`config.mk`:
```
export PLATFORM = sky130hd
export DESIGN_NAME = trib_path_alarm
export DESIGN_NICKNAME = d
export VERILOG_FILES = /design/src/rtl/tpad_pkg.sv /design/src/rtl/tpad_persist.sv /design/src/rtl/tpad_trace.sv /design/src/rtl/trib_path_alarm.sv
export SDC_FILE = /design/constraint.sdc
export NUM_CORES = 1
export LEC_CHECK = 0
export BUFFER_PORTS_ARGS = -buffer_cell sky130_fd_sc_hd__buf_2
export CAP_MARGIN = 5
export CORE_AREA = 3 3 184 186
export CTS_BUF_LIST = sky130_fd_sc_hd__clkbuf_8 sky130_fd_sc_hd__clkbuf_16
export DETAILED_ROUTE_END_ITERATION = 10
export DIE_AREA = 0 0 187 189
export PLACE_DENSITY_LB_ADDON = 0.08
export SLEW_MARGIN = 20
export SYNTH_ARGS = -nofsm -noshare
export SYNTH_HDL_FRONTEND = slang
export SYNTH_SLANG_ARGS = --single-unit
```
`constraint.sdc`:
```
create_clock -name clk -period 5.8 [get_ports clk]
set_clock_uncertainty 0.1 [all_clocks]
set_input_delay 0.29 -clock clk [delete_from_list [all_inputs] [get_ports clk]]
set_output_delay 0.29 -clock clk [all_outputs]
set_load 0.005 [all_outputs]
```
`src/rtl/tpad_pkg.sv`:
```
package tpad_pkg;
    localparam int TRC_LEN = 16;
    localparam int LBL_W   = 3;
    localparam int ADDR_W  = 5;

    localparam logic [LBL_W-1:0] LBL_UNEQ  = '0;
    localparam logic [LBL_W-1:0] LBL_PAIS  = '1;
    localparam logic [LBL_W-1:0] LBL_RESET = 3'b010;

    typedef logic [TRC_LEN-1:0][7:0] trace_t;

    // CRC-7 (x^7 + x^3 + 1), MSB first, byte 0 first, CRC field of byte 0 zeroed
    function automatic logic [6:0] crc7_of(input trace_t s);
        logic [6:0] c;
        logic [7:0] b;
        logic       fb;
        c = '0;
        for (int i = 0; i < TRC_LEN; i++) begin
            b = s[i];
            if (i == 0) b[6:0] = '0;
            for (int k = 7; k >= 0; k--) begin
                fb = c[6] ^ b[k];
                c  = {c[5:0], 1'b0};
                if (fb) c = c ^ 7'h09;
            end
        end
        return c;
    endfunction
endpackage

```
`src/rtl/tpad_persist.sv`:
```
module tpad_persist #(
    parameter int THR = 8
) (
    input  logic clk,
    input  logic rst_n,
    input  logic strobe,
    input  logic cond,
    output logic alarm
);
    localparam int CW = $clog2(THR + 1);

    typedef struct packed {
        logic          alarm;
        logic [CW-1:0] run;
    } pst_t;

    pst_t st_d, st_q;

    always_comb begin
        st_d = st_q;
        if (strobe) begin
            if (cond == st_q.alarm) begin
                st_d.run = '0;
            end else if (st_q.run == CW'(THR - 1)) begin
                st_d.alarm = cond;
                st_d.run   = '0;
            end else begin
                st_d.run = st_q.run + 1'b1;
            end
        end
    end

    always_ff @(posedge clk or negedge rst_n) begin
        if (!rst_n) st_q <= '0;
        else        st_q <= st_d;
    end

    assign alarm = st_q.alarm;

    // Shared by the R2, R3, R4 and R5 instances
    p_run_below_thr_r2: assert property (@(posedge clk) disable iff (!rst_n)
        st_q.run < CW'(THR));

    p_hold_idle_r11: assert property (@(posedge clk) disable iff (!rst_n)
        !strobe |=> $stable(st_q.alarm));

    p_flip_needs_disagree_r2: assert property (@(posedge clk) disable iff (!rst_n)
        (strobe && cond == st_q.alarm) |=> $stable(st_q.alarm));
endmodule

```
`src/rtl/tpad_trace.sv`:
```
module tpad_trace
    import tpad_pkg::*;
(
    input  logic              clk,
    input  logic              rst_n,
    input  logic              strobe,
    input  logic [7:0]        j2,
    input  logic              cfg_we,
    input  logic [ADDR_W-1:0] cfg_addr,
    input  logic [7:0]        cfg_wdata,
    output logic              tim
);
    localparam int IW = $clog2(TRC_LEN);

    typedef struct packed {
        trace_t        exp_s;
        trace_t        cap;
        logic [IW-1:0] idx;
        logic          lock;
        logic          tim;
    } tst_t;

    tst_t   st_d, st_q;
    trace_t rx_s;
    logic   fin, crc_ok, mism;

    always_comb begin
        rx_s              = st_q.cap;
        rx_s[TRC_LEN-1]   = j2;
        fin    = strobe && st_q.lock && !j2[7] && (st_q.idx == IW'(TRC_LEN - 1));
        crc_ok = (crc7_of(rx_s) == rx_s[0][6:0]);
        mism   = (rx_s != st_q.exp_s);
    end

    always_comb begin
        st_d = st_q;
        if (cfg_we && cfg_addr < ADDR_W'(TRC_LEN)) begin
            st_d.exp_s[cfg_addr[IW-1:0]] = cfg_wdata;
        end
        if (strobe) begin
            if (j2[7]) begin
                st_d.cap[0] = j2;
                st_d.idx    = IW'(1);
                st_d.lock   = 1'b1;
            end else if (st_q.lock) begin
                if (fin) begin
                    st_d.lock = 1'b0;
                    st_d.idx  = '0;
                    if (crc_ok) st_d.tim = mism;
                end else begin
                    st_d.cap[st_q.idx] = j2;
                    st_d.idx           = st_q.idx + 1'b1;
                end
            end
        end
    end

    always_ff @(posedge clk or negedge rst_n) begin
        if (!rst_n) st_q <= '0;
        else        st_q <= st_d;
    end

    assign tim = st_q.tim;

    p_idx_bound_r7: assert property (@(posedge clk) disable iff (!rst_n)
        st_q.lock |-> (st_q.idx != '0));

    p_tim_on_string_end_r9: assert property (@(posedge clk) disable iff (!rst_n)
        !$stable(st_q.tim) |-> $past(fin && crc_ok));

    p_badcrc_hold_r8: assert property (@(posedge clk) disable iff (!rst_n)
        (fin && !crc_ok) |=> $stable(st_q.tim));

    p_unlock_after_end_r7: assert property (@(posedge clk) disable iff (!rst_n)
        fin |=> !st_q.lock);
endmodule

```
`src/rtl/trib_path_alarm.sv`:
```
module trib_path_alarm
    import tpad_pkg::*;
#(
    parameter int AIS_MF  = 8,
    parameter int LOP_MF  = 8,
    parameter int SLM_MF  = 5,
    parameter int UNEQ_MF = 5
) (
    input  logic              clk,
    input  logic              rst_n,
    input  logic              mf_valid,
    input  logic [7:0]        v1_byte,
    input  logic [7:0]        v2_byte,
    input  logic              ptr_ok,
    input  logic [LBL_W-1:0]  sig_label,
    input  logic [7:0]        j2_byte,
    input  logic              cfg_we,
    input  logic [ADDR_W-1:0] cfg_addr,
    input  logic [7:0]        cfg_wdata,
    input  logic              trc_ais_en,
    output logic              alm_tu_ais,
    output logic              alm_tu_lop,
    output logic              alm_slm,
    output logic              alm_uneq,
    output logic              alm_tim,
    output logic              ais_req
);
    localparam int NALM = 4;

    function automatic int thr_of(input int g);
        case (g)
            0:       return AIS_MF;
            1:       return LOP_MF;
            2:       return SLM_MF;
            default: return UNEQ_MF;
        endcase
    endfunction

    typedef struct packed {
        logic [LBL_W-1:0] lbl;
    } topst_t;

    topst_t          st_d, st_q;
    logic [NALM-1:0] cond_v;
    logic [NALM-1:0] alm_v;

    always_comb begin
        st_d = st_q;
        if (cfg_we && cfg_addr == ADDR_W'(TRC_LEN)) st_d.lbl = cfg_wdata[LBL_W-1:0];
    end

    always_ff @(posedge clk or negedge rst_n) begin
        if (!rst_n) st_q.lbl <= LBL_RESET;
        else        st_q     <= st_d;
    end

    always_comb begin
        cond_v[0] = (v1_byte == 8'hFF) && (v2_byte == 8'hFF);
        cond_v[1] = !ptr_ok;
        cond_v[2] = (sig_label != st_q.lbl) || (sig_label == LBL_PAIS);
        cond_v[3] = (sig_label == LBL_UNEQ);
    end

    for (genvar g = 0; g < NALM; g++) begin : g_persist
        tpad_persist #(.THR(thr_of(g))) u_persist (
            .clk    (clk),
            .rst_n  (rst_n),
            .strobe (mf_valid),
            .cond   (cond_v[g]),
            .alarm  (alm_v[g])
        );
    end

    tpad_trace u_trace (
        .clk       (clk),
        .rst_n     (rst_n),
        .strobe    (mf_valid),
        .j2        (j2_byte),
        .cfg_we    (cfg_we),
        .cfg_addr  (cfg_addr),
        .cfg_wdata (cfg_wdata),
        .tim       (alm_tim)
    );

    assign alm_tu_ais = alm_v[0];
    assign alm_tu_lop = alm_v[1];
    assign alm_slm    = alm_v[2];
    assign alm_uneq   = alm_v[3];
    assign ais_req    = (|alm_v) || (alm_tim && trc_ais_en);

    p_ais_forced_r10: assert property (@(posedge clk) disable iff (!rst_n)
        (|alm_v) |-> ais_req);

    p_tim_masked_r10: assert property (@(posedge clk) disable iff (!rst_n)
        (alm_v == '0 && !trc_ais_en) |-> !ais_req);

    p_label_write_r6: assert property (@(posedge clk) disable iff (!rst_n)
        (cfg_we && cfg_addr == ADDR_W'(TRC_LEN)) |=> (st_q.lbl == $past(cfg_wdata[LBL_W-1:0])));

    p_uneq_implies_slm_cause_r5: assert property (@(posedge clk) disable iff (!rst_n)
        (mf_valid && sig_label == LBL_UNEQ && st_q.lbl != LBL_UNEQ) |-> cond_v[2]);
endmodule

```
# After elaboration in Yosys (flattened, before gate mapping)
# Cells that the tools add are included.
# Widths: inputs -> output; s select.
dict set report classes {
  add_sub_neg 5
  n_lt_le_gt_ge 5
  eq_ne 17
  muxes 148
  bitwise 253
  reduce_logical 24
}
# op n
set ops {}
lappend ops {{$mux 4} 133}
lappend ops {{$bwmux 128} 2}
lappend ops {{$not 2->2} 127}
lappend ops {{$ne 128x128->1} 1}
lappend ops {{$xor 1x1->1} 120}
lappend ops {{$demux 8 s4} 2}
lappend ops {{$mux 8} 3}
lappend ops {{$eq 8x8->1 const B} 2}
lappend ops {{$reduce_and 3->1} 5}
lappend ops {{$mux 14} 1}
lappend ops {{$mux 13} 1}
lappend ops {{$add 4x1->4 const B} 3}
lappend ops {{$mux 3} 4}
lappend ops {{$lt 4x5->1 const B} 2}
lappend ops {{$eq 3x3->1 const B} 3}
lappend ops {{$logic_and 1x1->1} 9}
lappend ops {{$eq 4x3->1 const B} 2}
lappend ops {{$ge 4x1->1 const B} 2}
lappend ops {{$eq 7x7->1} 1}
lappend ops {{$add 3x1->3 const B} 2}
lappend ops {{$not 1->1} 6}
lappend ops {{$eq 5x5->1 const B} 1}
lappend ops {{$lt 5x5->1 const B} 1}
lappend ops {{$reduce_and 5->1} 1}
lappend ops {{other kinds (13)} 18}
dict set report totals {
  reg_bits 283
  in_bits 46
  output_inout_bits 6
  word_cells 496
}

# Depth between registers and ports, before layout
# Gate-level depths: netlist of the first run.
dict set report logic_depth {
  depth_word 260
  depth_mapped 17
  depth_no_buf 16
}

# By module
# A second synthesis of the first run with hierarchy kept.
dict set report unflattened {
  hier_cells 1184
  area_unflattened_um2 15588.7
}
# mod n_inst cells_each area_per_inst_um2 seq_area_each_um2
set by_module_without_submodules {}
lappend by_module_without_submodules {tpad_trace 1 1070 14373.8 6356.1}
lappend by_module_without_submodules {{tpad_persist at g_persist[0].u_persist ...} 2 25 276.5 125.1}
lappend by_module_without_submodules {{tpad_persist at g_persist[2].u_persist ...} 2 20 219.0 100.1}
lappend by_module_without_submodules {trib_path_alarm 1 24 224.0 76.3}

# Worst setup path after synthesis of the first run
# No wires, ideal clock.
dict set report synth_timing {
  path_kind {register to register}
  from {reg u_trace.st_q, in the netlist u_trace.rx_s[7]}
  to {reg u_trace.st_q, in the netlist u_trace.tim}
  setup_ps 128
  t_arrival_ps 5839
  t_required_ps 5572
  setup_slack_ps -266
  stages_incl_launch_ff 18
  path_buffers 1
  synth_period_minus_slack_ps 6066
  cell_sequence {dfrtp_1 > buf_4 > xnor3_1 > xor3_2 > xnor2_2 > xnor3_1 > xor2_1 > xnor2_2 > xor3_1 > xnor3_2 > xnor3_2 > xor3_2 > xnor3_2 > xnor3_1 > nor3_1 > o211a_1 > o2111ai_1 > mux2_1}
}
dict set report synth_between {
  elab_chain_cells 111
  elab_cells_between_ends 363
  classes_between {eq/ne (2); mux (128); bitwise (232); reduce/logical (1)}
}
# element line
set synth_lines {}
lappend synth_lines {{start: declaration} tpad_trace.sv:23} ;# tst_t st_d, st_q;
lappend synth_lines {{start signal: assignment} tpad_trace.sv:60} ;# else st_q <= st_d;
lappend synth_lines {{$mux 4 (3 in a row)} tpad_pkg.sv:24} ;# if (fb) c = c ^ 7'h09;
lappend synth_lines {{$not 2->2 (no line)} -}
lappend synth_lines {{$mux 4 (4 in a row)} tpad_pkg.sv:24}
lappend synth_lines {{$not 2->2 (no line)} -}
lappend synth_lines {{$mux 4} tpad_pkg.sv:24}
lappend synth_lines {{$xor 1x1->1} tpad_pkg.sv:22} ;# fb = c[6] ^ b[k];
lappend synth_lines {{$mux 4 (3 in a row)} tpad_pkg.sv:24}
lappend synth_lines {{$not 2->2 (no line)} -}
lappend synth_lines {{(+85 left out)} -}
lappend synth_lines {{$xor 1x1->1} tpad_pkg.sv:22}
lappend synth_lines {{$mux 4 (3 in a row)} tpad_pkg.sv:24}
lappend synth_lines {{$not 2->2 (no line)} -}
lappend synth_lines {{$mux 4} tpad_pkg.sv:24}
lappend synth_lines {{$xor 1x1->1} tpad_pkg.sv:22}
lappend synth_lines {{$mux 4 (2 in a row)} tpad_pkg.sv:24}
lappend synth_lines {{$eq 7x7->1} tpad_trace.sv:31} ;# crc_ok = (crc7_of(rx_s) == rx_s[0][6:0]);
lappend synth_lines {{$reduce_and 5->1 (no line)} -}
# Several ways; a longest one is shown, not always the timed one.
# A chain may end at the register's enable or synchronous reset.

# Worst setup path after layout of the first run
dict set report layout_timing {
  from {reg u_trace.st_q, in the netlist u_trace.rx_s[39]}
  to {reg u_trace.st_q, in the netlist u_trace.tim}
}
dict set report layout_between {
  elab_chain_cells 86
  elab_cells_between_ends 270
  classes_between {eq/ne (2); mux (96); bitwise (171); reduce/logical (1)}
}
# element line
set layout_lines {}
lappend layout_lines {{$xor 1x1->1} tpad_pkg.sv:22}
lappend layout_lines {{$mux 4 (3 in a row)} tpad_pkg.sv:24}
lappend layout_lines {{$not 2->2 (no line)} -}
lappend layout_lines {{$mux 4} tpad_pkg.sv:24}
lappend layout_lines {{$xor 1x1->1} tpad_pkg.sv:22}
lappend layout_lines {{$mux 4 (3 in a row)} tpad_pkg.sv:24}
lappend layout_lines {{$not 2->2 (no line)} -}
lappend layout_lines {{$mux 4} tpad_pkg.sv:24}
lappend layout_lines {{(+64 left out)} -}
lappend layout_lines {{$not 2->2 (no line)} -}
lappend layout_lines {{$mux 4} tpad_pkg.sv:24}
lappend layout_lines {{$xor 1x1->1} tpad_pkg.sv:22}
lappend layout_lines {{$mux 4 (3 in a row)} tpad_pkg.sv:24}
lappend layout_lines {{$not 2->2 (no line)} -}
lappend layout_lines {{$mux 4} tpad_pkg.sv:24}
lappend layout_lines {{$eq 7x7->1} tpad_trace.sv:31}
lappend layout_lines {{$reduce_and 5->1 (no line)} -}
# Several ways; a longest one is shown, not always the timed one.

==> results.py, run 1 <==
metrics = {
    "critical_path": {
        "path_common_cell": "xnor2_4",
        "worstPathMaxFanout": 3,
        "crit_type": "flop to flop",
        "startpoint_type": "flop",
        "critical_path.cell_chain": "xnor3_1 > xnor3_1 > xor3_2 > xnor2_4 > buf_6 > xnor3_2 > xnor2_4 > xnor2_4 > buf_6 > xnor3_1 > buf_4 > xnor3_2 > buf_6 > xor2_4 > xnor2_4 > xor3_1 > buf_4 > nand3_1 > a211oi_2 > o2111ai_1 > mux2_1",
        "setup.worst_path.start": "u_trace.rx_s[39]",
        "cpPeakStageDelay_ns": 0.54,
        "worstReg2RegStart": "u_trace.rx_s[39]",
        "endpoint_kind": "flop",
        "r2r_setup_slack_ns": -0.17,
        "cp.required_ns": 6.10,
        "crit_slowest_cell": "xor3_2",
        "worstPathArrival_ns": 6.27,
        "critPathBufInv": 5,
        "crit_family": "XOR/XNOR gates",
    },
    "clock_network": {
        "cts_buffer_depth": 3,
        "cts_tree": "built",
        "clk_latency_ns": 0.50,
        "cts_buffers": 34,
        "path_clk_slew_ns": 0.07,
        "h-tree-depth": 2,
        "cts_sinks": 275,
        "cts_root_buf": "clkbuf_16",
    },
    "sta": {
        "rsz0062_at_grt": "true",
        "period_share": 1.03,
        "whs_ns": 0.112,
        "setup-violations-final": 1,
        "slew_headroom": 0.290,
        "report.final.slew_viol_count": 0,
        "fmax_mhz": 167,
        "hold_viol": 0,
        "period_minus_slack_ns": 5.97,
        "worst_pin_slew_ns": 1.06,
        "worst_slack_ns": -0.173,
    },
    "route": {
        "drc": 0,
        "drt_iter0_drc": 691,
        "vias": 10433,
        "viasPerCell": 5.49,
        "route.detailed.wl_per_inst_um": 25.7,
        "ant_nets": 0,
        "wirelength_mm": 49.0,
        "drtPass1Iterations": 5,
    },
    "run_status": {
        "violations": "negative setup slack",
        "status": "finished with violations",
    },
    "global_routing": {
        "grt_usage": 0.276,
        "grt_pass1_vias": 10530,
        "grt_max_degree": 119,
        "grt.overflow.total": 0,
        "grt_pass1_wl_mm": 70.7,
        "antenna_found_initial": 0,
    },
    "synth": {
        "synth.avg_cell_area_um2": 13.2,
        "yosysSeqAreaShare": 0.425,
        "async_flop_share": 1.00,
        "syn_nets": 1281,
        "synth-seq-cells": 275,
        "synth_area_um2": 16200,
        "synth_edf_count": 0,
        "yosys_warnings": 0,
        "synth-main-ff-cell": "dfrtp_1",
        "yosys.area.top_type": "dfrtp_1",
        "synth.distinct_cells": 49,
        "synth_area_leaders": "dfrtp_1 (42%), mux2_2 (16%), xnor2_1 (11%), xnor3_1 (9.2%), xor2_1 (4.1%)",
        "yosys.area.top_type_share": 0.424,
        "synth_cells": 1225,
    },
    "hold_path": {
        "hp-class": "input pin to flop",
        "hp-start": "j2_byte[7]",
    },
    "place": {
        "port_buffers": 51,
        "gp_congestion": 0.857,
        "place_inst": 1808,
        "place_hpwl_mm": 35.5,
        "dpl-instance-area_um2": 18000,
    },
    "floorplanning": {
        "ios": 52,
        "fp.dieH_um": 189,
        "coreArea_um2": 32500,
        "die-width_um": 187,
        "dieArea_um2": 35300,
        "initial_core_util": 0.499,
        "rows": 66,
    },
    "layout": {
        "fin_area_um2": 19700,
        "nets": 1495,
        "instances_no_fill": 1902,
        "drive_gt1_frac": 0.397,
        "syn2layout_area_growth_pct": 21.9,
    },
    "run": {
        "maxCapViolations": 0,
    },
}
-- worst reg2reg max path, delay by kind of cell, from the launching register on --
family          cells  cell delay (ns)
xor+xnor           12             4.01
buf+inv             5             0.70
flops               1             0.36
mux                 1             0.34
compound gates      2             0.28
simple gates        1             0.07
-- final timing paths --
path                                                  end  cells after the start
setup reg to reg                              u_trace.tim                     21
min in group asynchronous               u_trace.st_q[142]                      2
hold / removal                            u_trace.st_q[3]                      2
max in group asynchronous               u_trace.st_q[160]                      3
setup / recovery                              u_trace.tim                     21
hold reg to reg            g_persist[1].u_persist.st_q[3]                      1
-- layer usage --
layer,GRT usage,share of wire,vias to the layer above
met5,0,0,-
met4,0.0750,0.024,0
met3,0.0337,0.041,63
met2,0.470,0.50,251
met1,0.378,0.44,5437
li1,-,-,4682
-- registers in the layout, summed over array words and instances (netlist names) --
signal                     count
g_persist.u_persist.alarm      4
g_persist.u_persist.st_q      14
st_q                           3
u_trace.rx_s                 120
u_trace.st_q                 133
u_trace.tim                    1
-- per-stage QoR --
step           TNS (ns)  utilization  setup slack [ns]
2_1_floorplan         0            -           0.00148
3_3_place_gp     -0.193        0.556            -0.193
3_5_place_dp     -0.277        0.556            -0.277
4_1_cts          -0.171        0.589            -0.171
5_1_grt          -0.395        0.608            -0.395
6_report         -0.173        0.608            -0.173
-- placed cells by master (no fill, tap or decap), types with 4 or more instances in the layout --
cell	Yosys	layout
dfrtp_1	274	273
mux2_2	228	228
xnor2_1	209	187
buf_4	2	154
xor2_1	75	69
nand2_1	59	59
xnor3_1	66	53
buf_2	0	50
clkbuf_16	0	35
inv_1	22	33
nand4_1	31	31
o21ai_0	29	29
xnor3_2	10	23
nand3_1	22	22
xnor2_4	3	22
xnor2_2	16	19
nor4_1	17	17
nor2_1	16	16
nor2b_1	13	13
xor3_1	12	11
ha_1	10	10
and2_1	8	8
and3_1	7	7
buf_6	0	7
o22ai_1	6	6
xor2_4	1	6
xor2_2	4	5
nor3_2	0	5
buf_12	0	5
o31ai_1	4	4
a22o_1	4	4
xor3_2	3	4
clkinv_2	0	4
-- area by class of cell --
cell class | count | area, µm²
antenna | 1 | 2.50
clock buffer | 38 | 917
clock inverter | 18 | 85.1
fill | 2638 | 12700
inverter | 22 | 82.6
multi-input combinational | 887 | 9600
sequential | 275 | 6880
tap | 442 | 553
timing repair buffer | 219 | 1620
-- cells by family (layout without fill, tap and decap cells) --
family / after synthesis / count (layout) / share of synthesized area
other cells: 0 / 1 / 0
compound gates: 60 / 60 / 0.0233
flops: 275 / 275 / 0.425
xor+xnor: 399 / 399 / 0.309
simple gates: 186 / 186 / 0.0584
fa+ha+maj: 10 / 10 / 0.00773
mux: 232 / 232 / 0.161
buf+inv: 63 / 297 / 0.0151
-- timing repair --
item / 4_1_cts / 5_1_grt
pin swaps: 4 / 47
setup buffers: 2 / 33
resized for setup: 6 / 48
setup endpoints to repair: 1 / 1
hold endpoints to repair: 84 / 0
gates cloned: 0 / 0
hold buffers: 2 / 0
-- synth_stat cells (3+ instances only) --
library cell	instances
dfrtp_1	274
mux2_2	228
xnor2_1	209
xor2_1	75
xnor3_1	66
nand2_1	59
clkbuf_1	39
nand4_1	31
o21ai_0	29
inv_1	22
nand3_1	22
nor4_1	17
nor2_1	16
xnor2_2	16
nor2b_1	13
xor3_1	12
ha_1	10
xnor3_2	10
and2_1	8
and3_1	7
nor3_1	7
o22ai_1	6
a22o_1	4
o31ai_1	4
xor2_2	4
a21oi_1	3
mux2i_1	3
xnor2_4	3
xor3_2	3
Power of run 1 is left out: the tool's default activity adds up to more than one toggle a clock period on the data nets, which glitch-free logic cannot reach.
==> run 2: changes to the inputs <==
--- a/config.mk
+++ b/config.mk
@@ -7,10 +7,10 @@
 export LEC_CHECK = 0
 export BUFFER_PORTS_ARGS = -buffer_cell sky130_fd_sc_hd__buf_2
 export CAP_MARGIN = 5
-export CORE_AREA = 3 3 184 186
+export CORE_AREA = 3 3 173 175
 export CTS_BUF_LIST = sky130_fd_sc_hd__clkbuf_8 sky130_fd_sc_hd__clkbuf_16
 export DETAILED_ROUTE_END_ITERATION = 10
-export DIE_AREA = 0 0 187 189
+export DIE_AREA = 0 0 176 178
 export PLACE_DENSITY_LB_ADDON = 0.08
 export SLEW_MARGIN = 20
 export SYNTH_ARGS = -nofsm -noshare
==> run 2 against run 1 <==
- the flow now finishes without violations
- sequential share of layout area rose by 0.72 points
- via count fell by 0.58%
- worst setup slack improved by 0.19 ns
- critical path type unchanged
- first-iteration DRC count rose by 23%
- critical path depth fell by 2
==> results.py, run 2 (same netlist as run 1, synthesis figures left out) <==
metrics = {
    "floorplanning": {
        "initial_core_util": 0.566,
        "dieArea_um2": 31300,
        "coreArea_um2": 28600,
        "rows": 62,
        "fp.dieH_um": 178,
        "ios": 52,
        "die-width_um": 176,
    },
    "layout": {
        "fin_util": 0.676,
        "antenna_cells": 0,
        "mostFrequentLayoutCell": "dfrtp_1",
        "nets": 1456,
        "drive_gt1_frac": 0.384,
        "final_cell_mix": "dfrtp_1 (272), mux2_2 (228), xnor2_1 (186), buf_4 (125), xor2_1 (70)",
        "syn2layout_area_growth_pct": 19.5,
        "largest_reg_flops": 133,
        "largest_register": "u_trace.st_q",
    },
    "critical_path": {
        "timing.rr.end": "u_trace.tim",
        "r2r_setup_slack_ns": 0.02,
        "startpoint_type": "flop",
        "worstReg2RegStart": "u_trace.rx_s[7]",
        "worstPathArrival_ns": 6.14,
        "endpoint_kind": "flop",
        "ff2ff_path_depth": 19,
        "worstPathMaxFanout": 3,
        "cp.required_ns": 6.15,
        "crit_type": "flop to flop",
    },
    "run": {
        "maxCapViolations": 0,
    },
    "clock_network": {
        "cts_root_buf": "clkbuf_16",
        "clk_latency_ns": 0.58,
        "path_clk_slew_ns": 0.06,
        "cts_sinks": 275,
        "h-tree-depth": 1,
        "cts_buffer_depth": 3,
        "cts_tree": "built",
        "cts_buffers": 31,
    },
    "hold_path": {
        "hp-class": "input pin to flop",
        "hp-start": "sig_label[1]",
        "hold_depth": 3,
        "min_to": "g_persist[3].u_persist.alarm",
    },
    "global_routing": {
        "grt_usage": 0.308,
        "grt_pass1_wl_mm": 69.3,
        "grt_max_degree": 148,
        "grt_pass1_vias": 10503,
        "grt.overflow.total": 0,
        "antenna_found_initial": 0,
    },
    "route": {
        "drc": 0,
        "drt_iter0_drc": 850,
        "wirelength_mm": 47.0,
        "route.detailed.wl_per_inst_um": 26.0,
        "viasPerCell": 5.74,
        "drtPass1Iterations": 5,
        "vias": 10373,
        "ant_nets": 0,
    },
    "run_status": {
        "status": "finished, final reports clean",
    },
    "sta": {
        "period_minus_slack_ns": 5.78,
        "worst_pin_slew_ns": 1.07,
        "slew_headroom": 0.286,
        "hold_viol": 0,
        "report.final.slew_viol_count": 0,
        "setup-violations-final": 0,
        "period_share": 0.997,
        "fmax_mhz": 173,
        "rsz0062_at_grt": "true",
    },
    "place": {
        "port_buffers": 51,
        "gp_congestion": 0.915,
        "place_hpwl_mm": 34.1,
    },
}
[run 2: final cells by class]
cell class / instances / area [µm²]
Sequential cell: 275 / 6890
Tap cell: 384 / 480
Fill cell: 2082 / 9280
Clock buffer: 35 / 831
Timing Repair Buffer: 183 / 1310
Clock inverter: 22 / 256
Multi-Input combinational cell: 887 / 9490
Inverter: 22 / 82.6
[run 2: metal layers]
layer  track usage  vias up  part of all wire
li1              -     4619                 -
met1         0.421     5326              0.42
met2         0.498      356              0.47
met3        0.0619       72             0.071
met4         0.101        0             0.034
met5             0        -                 0
[run 2: critical path, cell delays in order, from the launching register on]
cell and delay (ns):
dfrtp_2 0.40, xnor3_1 0.44, xor3_2 0.40, buf_12 0.18
xnor2_4 0.14, buf_12 0.15, xnor2_4 0.21, xnor2_4 0.15
buf_4 0.15, xor2_2 0.17, xnor3_1 0.41, xnor3_2 0.42
xnor3_1 0.38, xnor3_1 0.43, xnor3_2 0.31, xor3_1 0.38
nor3_1 0.20, o211a_1 0.17, o2111ai_1 0.12, mux2_1 0.34
[run 2: how the worst max path moves through the flow]
stage,start,depth (start not counted),endpoint,slack (ns)
floorplan,u_trace.rx_s[22],16,u_trace.tim,0.001
global placement,u_trace.rx_s[7],17,u_trace.tim,-0.1
detailed placement,u_trace.rx_s[23],18,u_trace.tim,-0.16
CTS,u_trace.rx_s[7],22,u_trace.tim,0.003
global route,u_trace.rx_s[7],19,u_trace.tim,-0.22
finish,u_trace.rx_s[7],19,u_trace.tim,0.02
[run 2: per-stage QoR]
stage | hold WS (ns) | std cells | cell area [µm²] | TNS [ns] | worst slack (ns)
6_report | 0.0940 | 1808 | 19300 | 0 | 0.0162
5_1_grt | 0.0910 | 1808 | 19300 | -0.222 | -0.222
4_1_cts | 0.0694 | 1807 | 19300 | 0 | 0.00286
3_5_place_dp | 0.373 | 1731 | 17800 | -0.155 | -0.155
3_3_place_gp | 0.373 | 1731 | 17800 | -0.0966 | -0.0966
2_1_floorplan | -0.106 | 1225 | 16400 | 0 | 0.00148
[run 2: what timing repair did]
item / 4_1_cts / 5_1_grt
hold endpoints to repair: 131 / 0
gates resized for setup: 30 / 6
buffers inserted: 16 / 1
setup endpoints to repair: 1 / 1
pin swaps: 29 / 7
hold buffers: 3 / 0
Power of run 2 is left out for the same reason.
==> run 3: changes to the inputs <==
==> constraint.sdc (replaced) <==
create_clock -name clk -period 4.79 [get_ports clk]
set_clock_uncertainty 0.1 [all_clocks]
set_input_delay 0.2395 -clock clk [delete_from_list [all_inputs] [get_ports clk]]
set_output_delay 0.2395 -clock clk [all_outputs]
set_load 0.005 [all_outputs]
==> run 3 against run 2 <==
- the run now ends with negative setup slack left
- cell area increased by 0.29%
- register-to-register slack got worse by 1.0 ns
- fmax decreased by 0.13%
- worst hold slack got worse by 0.033 ns
- die area unchanged
- largest cell class unchanged
- highest routed layer unchanged
==> results.py, run 3 (same netlist as run 1, synthesis figures left out) <==
metrics = {
    "global_routing": {
        "grt.busiest_layer": "met2",
        "met1_usage": 0.432,
        "antenna_found_initial": 1,
        "use_met2": 0.475,
        "grt_usage": 0.297,
        "grt_max_degree": 123,
        "met3_usage": 0.0470,
        "grt_pass1_vias": 10514,
        "grt_pass1_wl_mm": 67.6,
        "grt.overflow.total": 0,
    },
    "clock_network": {
        "cts_sinks": 275,
        "cts_tree": "built",
        "cts_buffer_depth": 3,
        "cts_buffers": 29,
        "clk_latency_ns": 0.55,
        "cts_root_buf": "clkbuf_16",
        "path_clk_slew_ns": 0.06,
        "h-tree-depth": 1,
    },
    "layout": {
        "nets": 1488,
        "antenna_cells": 0,
        "largest_reg_flops": 133,
        "mostFrequentLayoutCell": "dfrtp_1",
        "fin_util": 0.678,
        "final_cell_mix": "dfrtp_1 (273), mux2_2 (228), xnor2_1 (191), buf_4 (159), xor2_1 (72)",
        "fin_area_um2": 19400,
        "syn2layout_area_growth_pct": 19.8,
        "drive_gt1_frac": 0.390,
        "largest_register": "u_trace.st_q",
    },
    "sta": {
        "period_minus_slack_ns": 5.79,
        "worst_slack_ns": -1.00,
        "hold_viol": 0,
        "slew_headroom": 0.293,
        "fmax_mhz": 173,
        "setup-violations-final": 1,
        "fin_tns_setup_ns": -1.00,
        "period_share": 1.21,
        "report.final.slew_viol_count": 0,
        "rsz0062_at_grt": "true",
        "worst_pin_slew_ns": 1.06,
    },
    "critical_path": {
        "worstReg2RegStart": "u_trace.rx_s[13]",
        "crit_family": "XOR/XNOR gates",
        "ff2ff_path_depth": 19,
        "cp.required_ns": 5.12,
        "worstPathMaxFanout": 5,
        "r2r_setup_slack_ns": -1.00,
        "cpPeakStageDelay_ns": 0.56,
        "timing.rr.end": "u_trace.tim",
        "critPathBufInv": 3,
        "startpoint_type": "flop",
        "setup.worst_path.start": "u_trace.rx_s[13]",
        "crit_type": "flop to flop",
        "endpoint_kind": "flop",
        "worstPathArrival_ns": 6.12,
        "crit_slowest_cell": "xnor3_2",
        "critical_path.cell_chain": "xnor2_1 > xnor3_2 > xor2_1 > buf_4 > xnor3_2 > xnor2_1 > xnor3_1 > xor2_1 > xnor3_2 > buf_4 > xnor2_2 > xnor3_1 > xnor2_2 > buf_4 > xnor3_1 > nor3_1 > o211a_1 > o2111ai_1 > mux2_1",
    },
    "floorplanning": {
        "rows": 62,
        "dieArea_um2": 31300,
        "die-width_um": 176,
        "ios": 52,
        "initial_core_util": 0.566,
        "fp.dieH_um": 178,
        "coreArea_um2": 28600,
    },
    "run_status": {
        "violations": "negative setup slack",
        "status": "finished with violations",
    },
    "route": {
        "viasPerCell": 5.65,
        "wirelength_mm": 45.8,
        "drc": 0,
        "ant_nets": 0,
        "route.detailed.wl_per_inst_um": 24.9,
        "vias": 10372,
        "drt_iter0_drc": 791,
        "drtPass1Iterations": 5,
    },
    "place": {
        "dpl-instance-area_um2": 18300,
        "place_hpwl_mm": 33.6,
        "gp_congestion": 0.939,
        "port_buffers": 51,
    },
    "hold_path": {
        "hp-class": "input pin to flop",
        "hold_depth": 3,
        "hp-start": "sig_label[1]",
        "min_to": "g_persist[3].u_persist.alarm",
    },
    "run": {
        "maxCapViolations": 0,
    },
}
run 3: how the worst max path moves through the flow:
stage / endpoint / cells after the start
6_report: u_trace.tim / 19
5_1_grt: u_trace.tim / 19
4_1_cts: u_trace.tim / 18
3_5_place_dp: u_trace.tim / 16
3_3_place_gp: u_trace.tim / 18
2_1_floorplan: u_trace.tim / 17
run 3: repair_timing:
item                                    in CTS  in global routing
pin swaps                                    4                  0
buffers inserted                             2                  1
gates resized for setup                      4                  3
endpoints found under the setup margin       1                  1
hold buffers                                 3                  0
endpoints found under the hold margin      124                  0
run 3: layer usage:
layer / up-vias / routed length (µm)
met2: 335 / 21100
met3: 64 / 3220
met5: - / 0
li1: 4678 / -
met4: 0 / 1100
met1: 5295 / 20400
run 3: worst min-delay path, stage by stage:
cell and delay (ns):
buf_2 0.10, nor3_1 0.07, mux2_2 0.26
run 3: per-stage QoR:
step / hold WS [ns] / setup WS, ns / std cells
5_1_grt: 0.0661 / -1.29 / 1837
4_1_cts: 0.0479 / -1.01 / 1836
3_3_place_gp: 0.313 / -0.961 / 1779
2_1_floorplan: -0.156 / -0.603 / 1225
6_report: 0.0608 / -1.00 / 1837
3_5_place_dp: 0.315 / -1.02 / 1779
run 3: area by class of cell:
class | instances | area (µm²)
Multi-Input combinational cell | 887 | 9370
Clock inverter | 18 | 224
Fill cell | 2127 | 9230
Clock buffer | 34 | 795
Timing Repair Buffer | 217 | 1570
Tap cell | 384 | 480
Sequential cell | 275 | 6880
Inverter | 22 | 82.6
Power of run 3 is left out for the same reason.
